**config.mk**
```make
export PLATFORM = sky130hd
export DESIGN_NAME = ew_watchdog
export DESIGN_NICKNAME = d
export VERILOG_FILES = /design/src/rtl/ew_watchdog_pkg.sv /design/src/rtl/ew_sticky_enable.sv /design/src/rtl/ew_interval_timer.sv /design/src/rtl/ew_sat_counter.sv /design/src/rtl/ew_watchdog.sv
export SDC_FILE = /design/constraint.sdc
export NUM_CORES = 1
export LEC_CHECK = 0
export CAP_MARGIN = 20
export CORE_MARGIN = 8
export CORE_UTILIZATION = 40
export DETAILED_ROUTE_END_ITERATION = 10
export DONT_BUFFER_PORTS = 1
export SYNTH_ARGS = -nofsm -noshare
export SYNTH_HDL_FRONTEND = slang
export SYNTH_SLANG_ARGS = --single-unit
export TNS_END_PERCENT = 50
```
**constraint.sdc**
```tcl
create_clock -name clk -period 3 [get_ports clk]
set_clock_uncertainty 0.1 [all_clocks]
set_input_delay 0 -clock clk [delete_from_list [all_inputs] [get_ports clk]]
set_output_delay 0 -clock clk [all_outputs]
set_load 0.01 [all_outputs]
```
**src/rtl/ew_watchdog_pkg.sv**
```systemverilog
package ew_watchdog_pkg;
  typedef enum logic [1:0] {
    WD_IDLE  = 2'd0,
    WD_ARMED = 2'd1,
    WD_WARN  = 2'd2,
    WD_HOLD  = 2'd3
  } wd_state_e;
endpackage

```
**src/rtl/ew_sticky_enable.sv**
```systemverilog
module ew_sticky_enable (
  input  logic clk,
  input  logic por_n,
  input  logic set_i,
  output logic on_o
);
  // Only power-on reset clears it: software may set but never clear.
  always_ff @(posedge clk or negedge por_n) begin
    if (!por_n) on_o <= 1'b0;
    else if (set_i) on_o <= 1'b1;
  end
endmodule

```
**src/rtl/ew_interval_timer.sv**
```systemverilog
module ew_interval_timer #(
  parameter int LIMIT = 16
) (
  input  logic clk,
  input  logic por_n,
  input  logic run_i,
  input  logic clr_i,
  output logic done_o
);
  generate
    if (LIMIT <= 1) begin : g_single
      // Expires in the first running cycle; no storage needed.
      assign done_o = run_i && !clr_i;
    end else begin : g_count
      localparam int W = $clog2(LIMIT);
      localparam logic [W-1:0] LAST = W'(LIMIT - 1);
      logic [W-1:0] cnt_q;

      assign done_o = run_i && !clr_i && (cnt_q == LAST);

      always_ff @(posedge clk or negedge por_n) begin
        if (!por_n) cnt_q <= '0;
        else if (!run_i || clr_i || done_o) cnt_q <= '0;
        else cnt_q <= cnt_q + 1'b1;
      end
    end
  endgenerate
endmodule

```
**src/rtl/ew_sat_counter.sv**
```systemverilog
module ew_sat_counter #(
  parameter int CNT_W = 8
) (
  input  logic             clk,
  input  logic             por_n,
  input  logic             inc_i,
  output logic [CNT_W-1:0] value_o
);
  localparam logic [CNT_W-1:0] TOP = '1;

  always_ff @(posedge clk or negedge por_n) begin
    if (!por_n) value_o <= '0;
    else if (inc_i && (value_o != TOP)) value_o <= value_o + 1'b1;
  end
endmodule

```
**src/rtl/ew_watchdog.sv**
```systemverilog
module ew_watchdog
  import ew_watchdog_pkg::*;
#(
  parameter int TIMEOUT_CYC = 1000000,
  parameter int GRACE_CYC   = 50000,
  parameter int HOLD_CYC    = 64,
  parameter int CNT_W       = 8
) (
  input  logic             clk,
  input  logic             por_n,
  input  logic             kick_i,
  input  logic             enable_i,
  output logic             warn_irq_o,
  output logic             sys_rst_o,
  output logic [CNT_W-1:0] rst_count_o
);
  wd_state_e state_q, state_d;
  logic      en_on;
  logic      prim_done, grace_done, hold_done;

  ew_sticky_enable u_en (
    .clk   (clk),
    .por_n (por_n),
    .set_i (enable_i),
    .on_o  (en_on)
  );

  // Primary timeout: reloaded by kicks, runs only while armed.
  ew_interval_timer #(.LIMIT(TIMEOUT_CYC)) u_prim (
    .clk    (clk),
    .por_n  (por_n),
    .run_i  (state_q == WD_ARMED),
    .clr_i  (kick_i),
    .done_o (prim_done)
  );

  // Grace timer: has no clear input, so a kick cannot stop it.
  ew_interval_timer #(.LIMIT(GRACE_CYC)) u_grace (
    .clk    (clk),
    .por_n  (por_n),
    .run_i  (state_q == WD_WARN),
    .clr_i  (1'b0),
    .done_o (grace_done)
  );

  ew_interval_timer #(.LIMIT(HOLD_CYC)) u_hold (
    .clk    (clk),
    .por_n  (por_n),
    .run_i  (state_q == WD_HOLD),
    .clr_i  (1'b0),
    .done_o (hold_done)
  );

  always_comb begin
    state_d = state_q;
    unique case (state_q)
      WD_IDLE:  if (en_on) state_d = WD_ARMED;
      WD_ARMED: if (prim_done) state_d = WD_WARN;
      WD_WARN:  if (grace_done) state_d = WD_HOLD;
      WD_HOLD:  if (hold_done) state_d = WD_ARMED;
      default:  state_d = WD_IDLE;
    endcase
  end

  always_ff @(posedge clk or negedge por_n) begin
    if (!por_n) state_q <= WD_IDLE;
    else state_q <= state_d;
  end

  ew_sat_counter #(.CNT_W(CNT_W)) u_cnt (
    .clk     (clk),
    .por_n   (por_n),
    .inc_i   ((state_q == WD_WARN) && grace_done),
    .value_o (rst_count_o)
  );

  assign warn_irq_o = (state_q == WD_WARN);
  assign sys_rst_o  = (state_q == WD_HOLD);
endmodule

```
* Word-level counts from Yosys, hierarchy flattened
Cells that the tools add are included.
** Operators by class
- Add/subtract/negate cells :: 4
- Multipliers :: 0
- Div/mod/pow operators :: 0
- $lt $le $gt $ge :: 0
- Equality and inequality tests :: 11
- Shifts and indexed selects :: 0
- Multiplexer cells :: 8
- Bitwise operators :: 0
- Reductions and logical operators :: 16
** Operators by type and width (count)
- $add 20x1->20 const B :: 1
- $eq 20x20->1 const B :: 1
- $mux 20 :: 1
- $add 16x1->16 const B :: 1
- $eq 16x16->1 const B :: 1
- $mux 16 :: 1
- $add 8x1->8 const B :: 1
- $mux 2 :: 4
- $ne 8x8->1 const B :: 1
- $pmux 2 s4 :: 1
- $add 6x1->6 const B :: 1
- $eq 6x6->1 const B :: 1
- $logic_and 1x1->1 :: 6
- $mux 6 :: 1
- $ne 2x2->1 const B :: 3
- $eq 2x2->1 const B :: 2
- $logic_not 1->1 :: 4
- $logic_or 1x1->1 :: 4
- $reduce_and 4->1 :: 1
- $eq 2x1->1 const B :: 1
- $logic_not 2->1 :: 1
- $ne 2x1->1 const B :: 1
** Word-level totals
- Register bits :: 53
- Latch bits :: 0
- Bits in writable memories :: 0
- ROM bits :: 0
- Output and inout port bits :: 10
- Logic and storage cells :: 45
- Memories kept :: 0

* Depth between registers and ports, before layout
Gate-level depths: netlist of run 1.
- Word-level depth :: 5
- Gate-level depth with buffers :: 7

* By module
From an unflattened synthesis of run 1, not the netlist that was laid out.
** Unflattened totals
- Cell total of the unflattened synthesis :: 271
- Area, all modules :: 2880.3 um2
** Modules (own cells, without submodules)
- ew_interval_timer at u_prim :: instances 1, cells each 109, area each 1027.2 um2, sequential area each 500.5 um2
- ew_interval_timer at u_grace :: instances 1, cells each 82, area each 928.4 um2, sequential area each 400.4 um2
- ew_sat_counter :: instances 1, cells each 34, area each 407.9 um2, sequential area each 200.2 um2
- ew_interval_timer at u_hold :: instances 1, cells each 26, area each 272.8 um2, sequential area each 150.1 um2
- ew_watchdog :: instances 1, cells each 18, area each 212.7 um2, sequential area each 50.0 um2
- ew_sticky_enable :: instances 1, cells each 2, area each 31.3 um2, sequential area each 25.0 um2

* Worst setup path after synthesis of run 1
Ideal clock, no wire load.
- Path kind :: reg2reg
- Start :: reg u_prim.g_count.cnt_q[0]
- End :: reg u_prim.g_count.cnt_q[15]
- Library setup time :: 119 ps
- Arrival time :: 2024 ps
- Data required time :: 2781 ps
- Slack :: 758 ps
- Stages on the path, launching flop included :: 7
- Buffers on the path :: 1
- Clock period less this slack :: 2242 ps
- Cells stage by stage :: dfrtp_1 > ha_1 > nand3_4 > or4_4 > o41ai_4 > buf_6 > nor2_1
** On the way
- Word-level cells in the longest chain between the ends :: 4
- Elaborated cells on any way between the ends :: 5
- Classes of those cells :: add/sub (1); eq/ne (1); mux (1); reduce/logical (2)
** Ends and longest elaborated chain
- from (decl) :: line ew_interval_timer.sv:17 : logic [W-1:0] cnt_q;
- from (signal assigned) :: line ew_interval_timer.sv:24 : else cnt_q <= cnt_q + 1'b1;
- branches (longest 3 deep; another with $add 20x1->20)
- $mux 20 (*) :: line ew_interval_timer.sv:23 : else if (!run_i || clr_i || done_o) cnt_q <= '0;
Every way passes the cells marked *.
A chain may end at the register's enable or synchronous reset.

* Worst setup path after layout of run 1
- Start :: reg u_prim.g_count.cnt_q[0]
- End :: reg u_prim.g_count.cnt_q[19]
Same word-level chain as after synthesis.

==> metrics.txt, run 1 <==
Reg2Reg Depth=6; Worst-Margin Slew=a little under 0.6 ns; CP max FO=9; Detail Placement HPWL=3.506 mm; initial antenna violation count=0; CP startpoint kind=flip-flop; die width=approximately 98 um; DR vias=1950; yosys warns=0; Final Max Slew Viols=0; vias in the first global route=roughly 1900; top post-synthesis cells by area=dfrtp_1 49%, xnor2_1 7.1%, nor2_1 4.7%, xor2_1 4.2%, ha_1 3.7%; GPL Wtd Cong=around 0.84; RSZ-0062 raised after global routing=false; WP data arrival=2.52 ns; # IOs=14; Avg WL per Cell=between 10 and 15 um; # DRC=0; CP endpoint kind=flip-flop; reg2reg end=u_prim.g_count.cnt_q[19]; starting density of the core=0.4060; P_leak=~1.2 nW; Setup Buffers After CTS=0; Clock Tree Buf Depth=2; outcome=finished clean; Pre-antenna DRT Iters=4; fin crit period=approximately 2.4 ns; area delta synth->final=9.184%; CTS tree=yes; DRT iter0 DRCs=69; CTS-repair resized insts=0; CP Launch Point=u_prim.g_count.cnt_q[0]; Avg Vias per Cell=5.432; crit share post-route=0.8089; cell count after synthesis=between 200 and 300; Core Region=roughly 0.0066 mm^2; Yosys reg bits=53; die height=98.12 um; critical path class=flip-flop to flip-flop; post-synthesis net count=approximately 280; largest net degree at the start of global routing=54; leading area contributor after synthesis=dfrtp_1; final setup violation count=0; Rows=30; Avg Synthesized Cell Area=around 10 um^2; H-tree levels=2; IO buf count=0; Clock Sinks=53; Area after DPL=0.002794 mm^2; Nets=290; Fin Setup TNS=0 ns; Final Non-Filler Cells=roughly 360; R2R Path Start=u_prim.g_count.cnt_q[0]; latest clock arrival within the worst-skew pair=~0.32 ns; DP Cell Count=roughly 350; first-pass GRT wire length=around 8.9 mm; VDD IR max=between 200 and 250 uV; FMAX=0.4121 GHz; post-synth cell types=38; CP required=roughly 3.1 ns; post-synth top area share=0.4917; maxcap violations=0; total gr overflow=0; final instance area=between 0.002 and 0.003 mm^2; flop2flop setup slack=about 0.57 ns; Die Area=approximately 0.0096 mm^2; Inserted Clock Buffers=5; fraction of layout cells with a size suffix above 1=0.06452; CTS root buf=clkbuf_8; PwrDens=about 390 mW/mm^2; Hold/Removal Path Class=input port to async pin; Antenna Nets Post-Route=0; endpoints failing hold=0; sequential share of the synthesized area=0.4917; Clock transition at path regs=0.11 ns; Max transition margin=0.6027; final WL=around 5.0 mm; # diodes=0; crit path capture=u_prim.g_count.cnt_q[19]; Total Routing Usage GR=0.1103; synthesized area=~0.0027 mm^2
## placed cells by master, fill, tap and decap left out, drive strengths merged, types with 4 or more instances in the layout
cell type and count:
inv 12, o21ai 10, ha 8, dfrtp 53, nand4 12, or3 10, and3 7, nand2 12
buf 4, nand3 18, nor2 34, xor2 13, a21oi 8, clkbuf 5, nor3 11, xnor2 22
nor4 8
## report_power, final
part / switching (W) / leakage (nW) / internal (W)
logic: 0.0000151 / 0.395 / 0.00000653
registers: 0.0000000000000000000197 / 0.711 / 0.000714
clock network: 0.000253 / 0.0447 / 0.000169
## state kept, by name, indices dropped and copies added, names as in the netlist
register               count
u_prim.g_count.cnt_q      20
u_grace.g_count.cnt_q     16
u_cnt.value_o              8
u_hold.g_count.cnt_q       6
state_q                    2
u_en.on_o                  1
## timing repair
action,in CTS,in global routing
hold endpoints to repair,76,0
endpoints found under the setup margin,0,0
hold buffers,4,0
## per-layer routing
metal / vias to the layer above / global-route usage / share of wire
met4: 0 / 0.03237 / 0.0090
met3: 5 / 0.02916 / 0.038
met1: 941 / 0.1355 / 0.47
met2: 33 / 0.1844 / 0.48
li1: 971 / - / -
met5: - / 0 / 0
## cell usage after synthesis
| master | count |
|---|---|
| nand3_1 | 17 |
| nor4_1 | 8 |
| or2_2 | 1 |
| and3_1 | 7 |
| o41ai_4 | 1 |
| xnor2_1 | 22 |
| o21a_1 | 1 |
| buf_6 | 1 |
| or4_4 | 1 |
| or4_1 | 1 |
| dfrtp_1 | 53 |
| inv_1 | 11 |
| o21ai_1 | 1 |
| or3_1 | 10 |
| nand2b_1 | 2 |
| and4_1 | 3 |
| nand4b_1 | 1 |
| nand3_4 | 1 |
| o211ai_1 | 1 |
| a32oi_1 | 1 |
| nor2_1 | 34 |
| nor4b_1 | 3 |
| nor2b_1 | 1 |
| a21oi_1 | 8 |
| nand4_1 | 12 |
| nand2_1 | 12 |
| a41o_1 | 1 |
| a31o_2 | 1 |
| nor3_1 | 11 |
| nand4bb_1 | 1 |
| o311ai_0 | 1 |
| mux2_2 | 1 |
| nor4bb_1 | 2 |
| o21ai_0 | 9 |
| and2_1 | 3 |
| xor2_1 | 13 |
| ha_1 | 8 |
| clkbuf_1 | 4 |
## worst max-delay path, stage by stage (launching register included)
cell and delay, ns:
dfrtp_1 0.41, ha_1 0.25, nand3_4 0.14, or4_4 0.58
o41ai_4 0.54, buf_4 0.25, a21oi_1 0.05
## cell type report
| type | instances | area [um^2] |
|---|---|---|
| fillers | 649 | 3699 |
| flip-flops and latches | 53 | 1326 |
| multi-input cells | 200 | 1304 |
| well taps | 80 | 100.1 |
| repair buffers | 7 | 80.08 |
| clock buffers | 5 | 68.82 |
| inverters | 11 | 41.29 |
| clock inverters | 3 | 25.02 |
## logic make-up (layout without fill, tap and decap cells)
kind of cell | after synthesis | count (layout) | synth area share
compound gates | 25 | 25 | 0.06262
xor+xnor | 35 | 35 | 0.1136
mux | 1 | 1 | 0.004174
flops | 53 | 53 | 0.4917
simple gates | 131 | 131 | 0.2658
buf+inv | 16 | 26 | 0.02504
fa+ha+maj | 8 | 8 | 0.03711
## worst min path at each step
stage,slack (ns),end,start,depth (start not counted)
floorplan,-0.40,state_q[0],por_n,0
global placement,-0.39,u_grace.g_count.cnt_q[11],por_n,0
detailed placement,-0.39,u_grace.g_count.cnt_q[12],por_n,0
CTS,0.1,u_grace.g_count.cnt_q[14],por_n,2
global route,0.1,u_grace.g_count.cnt_q[11],por_n,2
finish,0.11,u_prim.g_count.cnt_q[10],por_n,2
## per-stage QoR
step | total power (W) | worst slack (ns) | utilization | hold slack (ns)
after detailed placement | 0.0007284 | 0.5639 | 0.4205 | -0.3930
after floorplan | 0.0007284 | 0.7576 | - | -0.3956
after global routing | 0.001203 | 0.4361 | 0.4433 | 0.09539
final | 0.001157 | 0.5732 | 0.4433 | 0.1054
after global placement | 0.0007284 | 0.6004 | 0.4205 | -0.3928
after CTS | 0.001176 | 0.5584 | 0.4433 | 0.09785
No activity file was read; power rests on OpenSTA's default activity.
==> run 2, diff against run 1 <==
- ABC_AREA: not set -> 1
- clock period: 3 -> 2.5 ns (I/O delays scaled with it)
==> metrics.txt, run 2 <==
Clock Tree Buf Depth=2; vias in the first global route=about 2100; # IOs=14; fin crit period=1.782 ns; Inserted Clock Buffers=5; CP required=2.64 ns; die width=between 100 and 150 um; Die Area=roughly 0.010 mm^2; H-tree levels=2; Rows=31; crit path capture=u_grace.g_count.cnt_q[9]; Nets=around 380; final WL=approximately 5.4 mm; reg2reg end=u_grace.g_count.cnt_q[9]; total gr overflow=0; most common cell after layout, fill and taps aside=nand2_1; Fin Setup TNS=0 ns; largest net degree at the start of global routing=54; power share of the sequential group=0.588; Reg2Reg Depth=11; most frequent cells after synthesis=68 x nand2_1, 56 x nor2_1, 53 x dfrtp_1; area delta synth->final=8.613%; sequential share of the synthesized area=0.4497; PwrDens=between 400 and 500 mW/mm^2; P_leak=around 1.4 nW; leading area contributor after synthesis=dfrtp_1; CP Launch Point=u_grace.g_count.cnt_q[0]; Avg Synthesized Cell Area=~8.2 um^2; fin util=0.4440; Antenna Nets Post-Route=0; latest clock arrival within the worst-skew pair=roughly 0.30 ns; die height=101.9 um; Max transition margin=0.7601; maxcap violations=0; P_int=0.001165 W; sw power=0.0003062 W; DR vias=approximately 2200; RSZ-0062 raised after global routing=false; # DRC=0; final setup violation count=0; Most used DFF post-synth=dfrtp_1; IO buf count=0; Post-synth EDFFs=0; cell with the most instances after synthesis=nand2_1; area share of xor/xnor cells in the synthesized design=0.05940; largest family of logic cells by synthesized area=simple AND/OR/NAND/NOR gates; endpoints failing hold=0; CP endpoint kind=flip-flop; first-pass GRT wire length=about 9.3 mm; Core Region=slightly above 0.007 mm^2; CP max FO=11; Hold/Removal Path Class=input port to async pin; FMAX=between 0.5 and 0.6 GHz; Power Total=~0.0015 W; synthesized area=0.002949 mm^2; mux contribution to synthesized area=0; WP data arrival=between 1.5 and 2 ns; Pre-antenna DRT Iters=4; Adder-Cell Fraction of Synth Area=0.03394; Clock Sinks=53; starting density of the core=0.4088; flop2flop setup slack=roughly 0.7 ns; Clock transition at path regs=around 0.090 ns; CTS root buf=clkbuf_8; cell count after synthesis=about 360; Synth Area in Compound Gates=0.05176; largest reg by FF count=u_prim.g_count.cnt_q; initial antenna violation count=0; Synth Area in Simple Gates=0.3271; yosys warns=0; Fill cells=728; sw frac=0.2081; commonest non-fill, non-tap cells in the layout=68 x nand2_1, 56 x nor2_1, 53 x dfrtp_1; Comb pwr share=0.029; R2R Path Start=u_grace.g_count.cnt_q[0]; CTS tree=yes; DRT iter0 DRCs=between 80 and 90; Avg WL per Cell=~11 um; GPL Wtd Cong=slightly below 0.8; crit share post-route=0.7129; top post-synthesis cells by area=dfrtp_1 45%, nand2_1 8.7%, nor2_1 7.1%, inv_1 6.1%, nor2_2 3.6%; ys async rst share=1.000; post-place setup slack=slightly above 0.7 ns; # diodes=0; post-synthesis net count=373; Avg Vias per Cell=roughly 4.6; Final Max Slew Viols=0; Regs by FF count=u_prim.g_count.cnt_q (20), u_grace.g_count.cnt_q (16), u_cnt.value_o (8); VDD IR max=between 200 and 300 uV; clock share of power=0.383; fraction of layout cells with a size suffix above 1=0.1486; Yosys reg bits=53; Worst-Margin Slew=0.3586 ns; post-synth cell types=31; max reg flops=20; CP startpoint kind=flip-flop; worst setup margin=0.7178 ns; outcome=finished clean; post-synth top area share=0.4497; CTS-repair resized insts=0; Detail Placement HPWL=slightly below 4 mm; critical path class=flip-flop to flip-flop; Total Routing Usage GR=0.1107
run 2: power groups by stage:
stage / Combinational [W] / Sequential, W / Clock (W)
floorplan: 0.0000190 / 0.000881 / 0
global placement: 0.0000186 / 0.000882 / 0
detailed placement: 0.0000182 / 0.000882 / 0
CTS: 0.0000457 / 0.000865 / 0.000588
global route: 0.0000500 / 0.000866 / 0.000620
finish: 0.0000429 / 0.000865 / 0.000564
run 2: final cells by class:
type	instances	area, um^2	area share
Clock buffer	5	68.82	0.02148
Clock inverter	2	35.03	0.01094
Inverter	51	191.4	0.05977
Multi-Input combinational cell	254	1393	0.4348
Sequential cell	53	1326	0.4141
Tap cell	99	123.9	0.03867
Timing Repair Buffer	5	65.06	0.02031
run 2: through the flow:
step                area, um^2  hold slack (ns)  std cells
finish                    3203           0.1017        469
global route              3203           0.1247        469
CTS                       3203           0.1142        469
detailed placement        3042          -0.3937        458
global placement          3042          -0.3933        458
floorplan                 2949          -0.3956        361
run 2: routing by layer:
metal	global-route usage	vias to the layer above	routed length [um]
met5	0	-	0
met4	0.03725	0	61
met3	0.02725	6	214
met2	0.1846	27	2523
met1	0.1364	1005	2573
li1	-	1141	-
run 2: how the worst min path moves through the flow:
stage          start                  endpoint  slack, ns  depth (start not counted)
2_1_floorplan  por_n                state_q[0]      -0.40                          0
5_1_grt        por_n          u_cnt.value_o[1]       0.12                          2
3_5_place_dp   por_n  u_prim.g_count.cnt_q[14]      -0.39                          0
6_report       por_n          u_cnt.value_o[1]       0.10                          2
4_1_cts        por_n          u_cnt.value_o[1]       0.11                          2
3_3_place_gp   por_n  u_prim.g_count.cnt_q[12]      -0.39                          0
run 2: cell families after synthesis:
logic type,after synthesis
DFF,53
AOI/OAI and AO/OA,25
xor gates and xnor gates,20
buffers and inverters,54
adders and majority gates,8
and+or+nand+nor,201
run 2: timing repair:
| item | in CTS | in global routing |
|---|---|---|
| hold buffers | 4 | 0 |
| hold endpoints to repair | 59 | 0 |
| buffers inserted | 0 | 0 |
run 2: worst max-delay path, cell delays in order (launching register included):
cell,delay [ns]
dfrtp_1,0.40
ha_1,0.22
nand2_1,0.10
inv_2,0.05
nand2_2,0.07
nor2_2,0.06
nand2_1,0.09
nand2_1,0.06
buf_4,0.18
inv_1,0.16
o21ai_0,0.12
a21oi_1,0.12
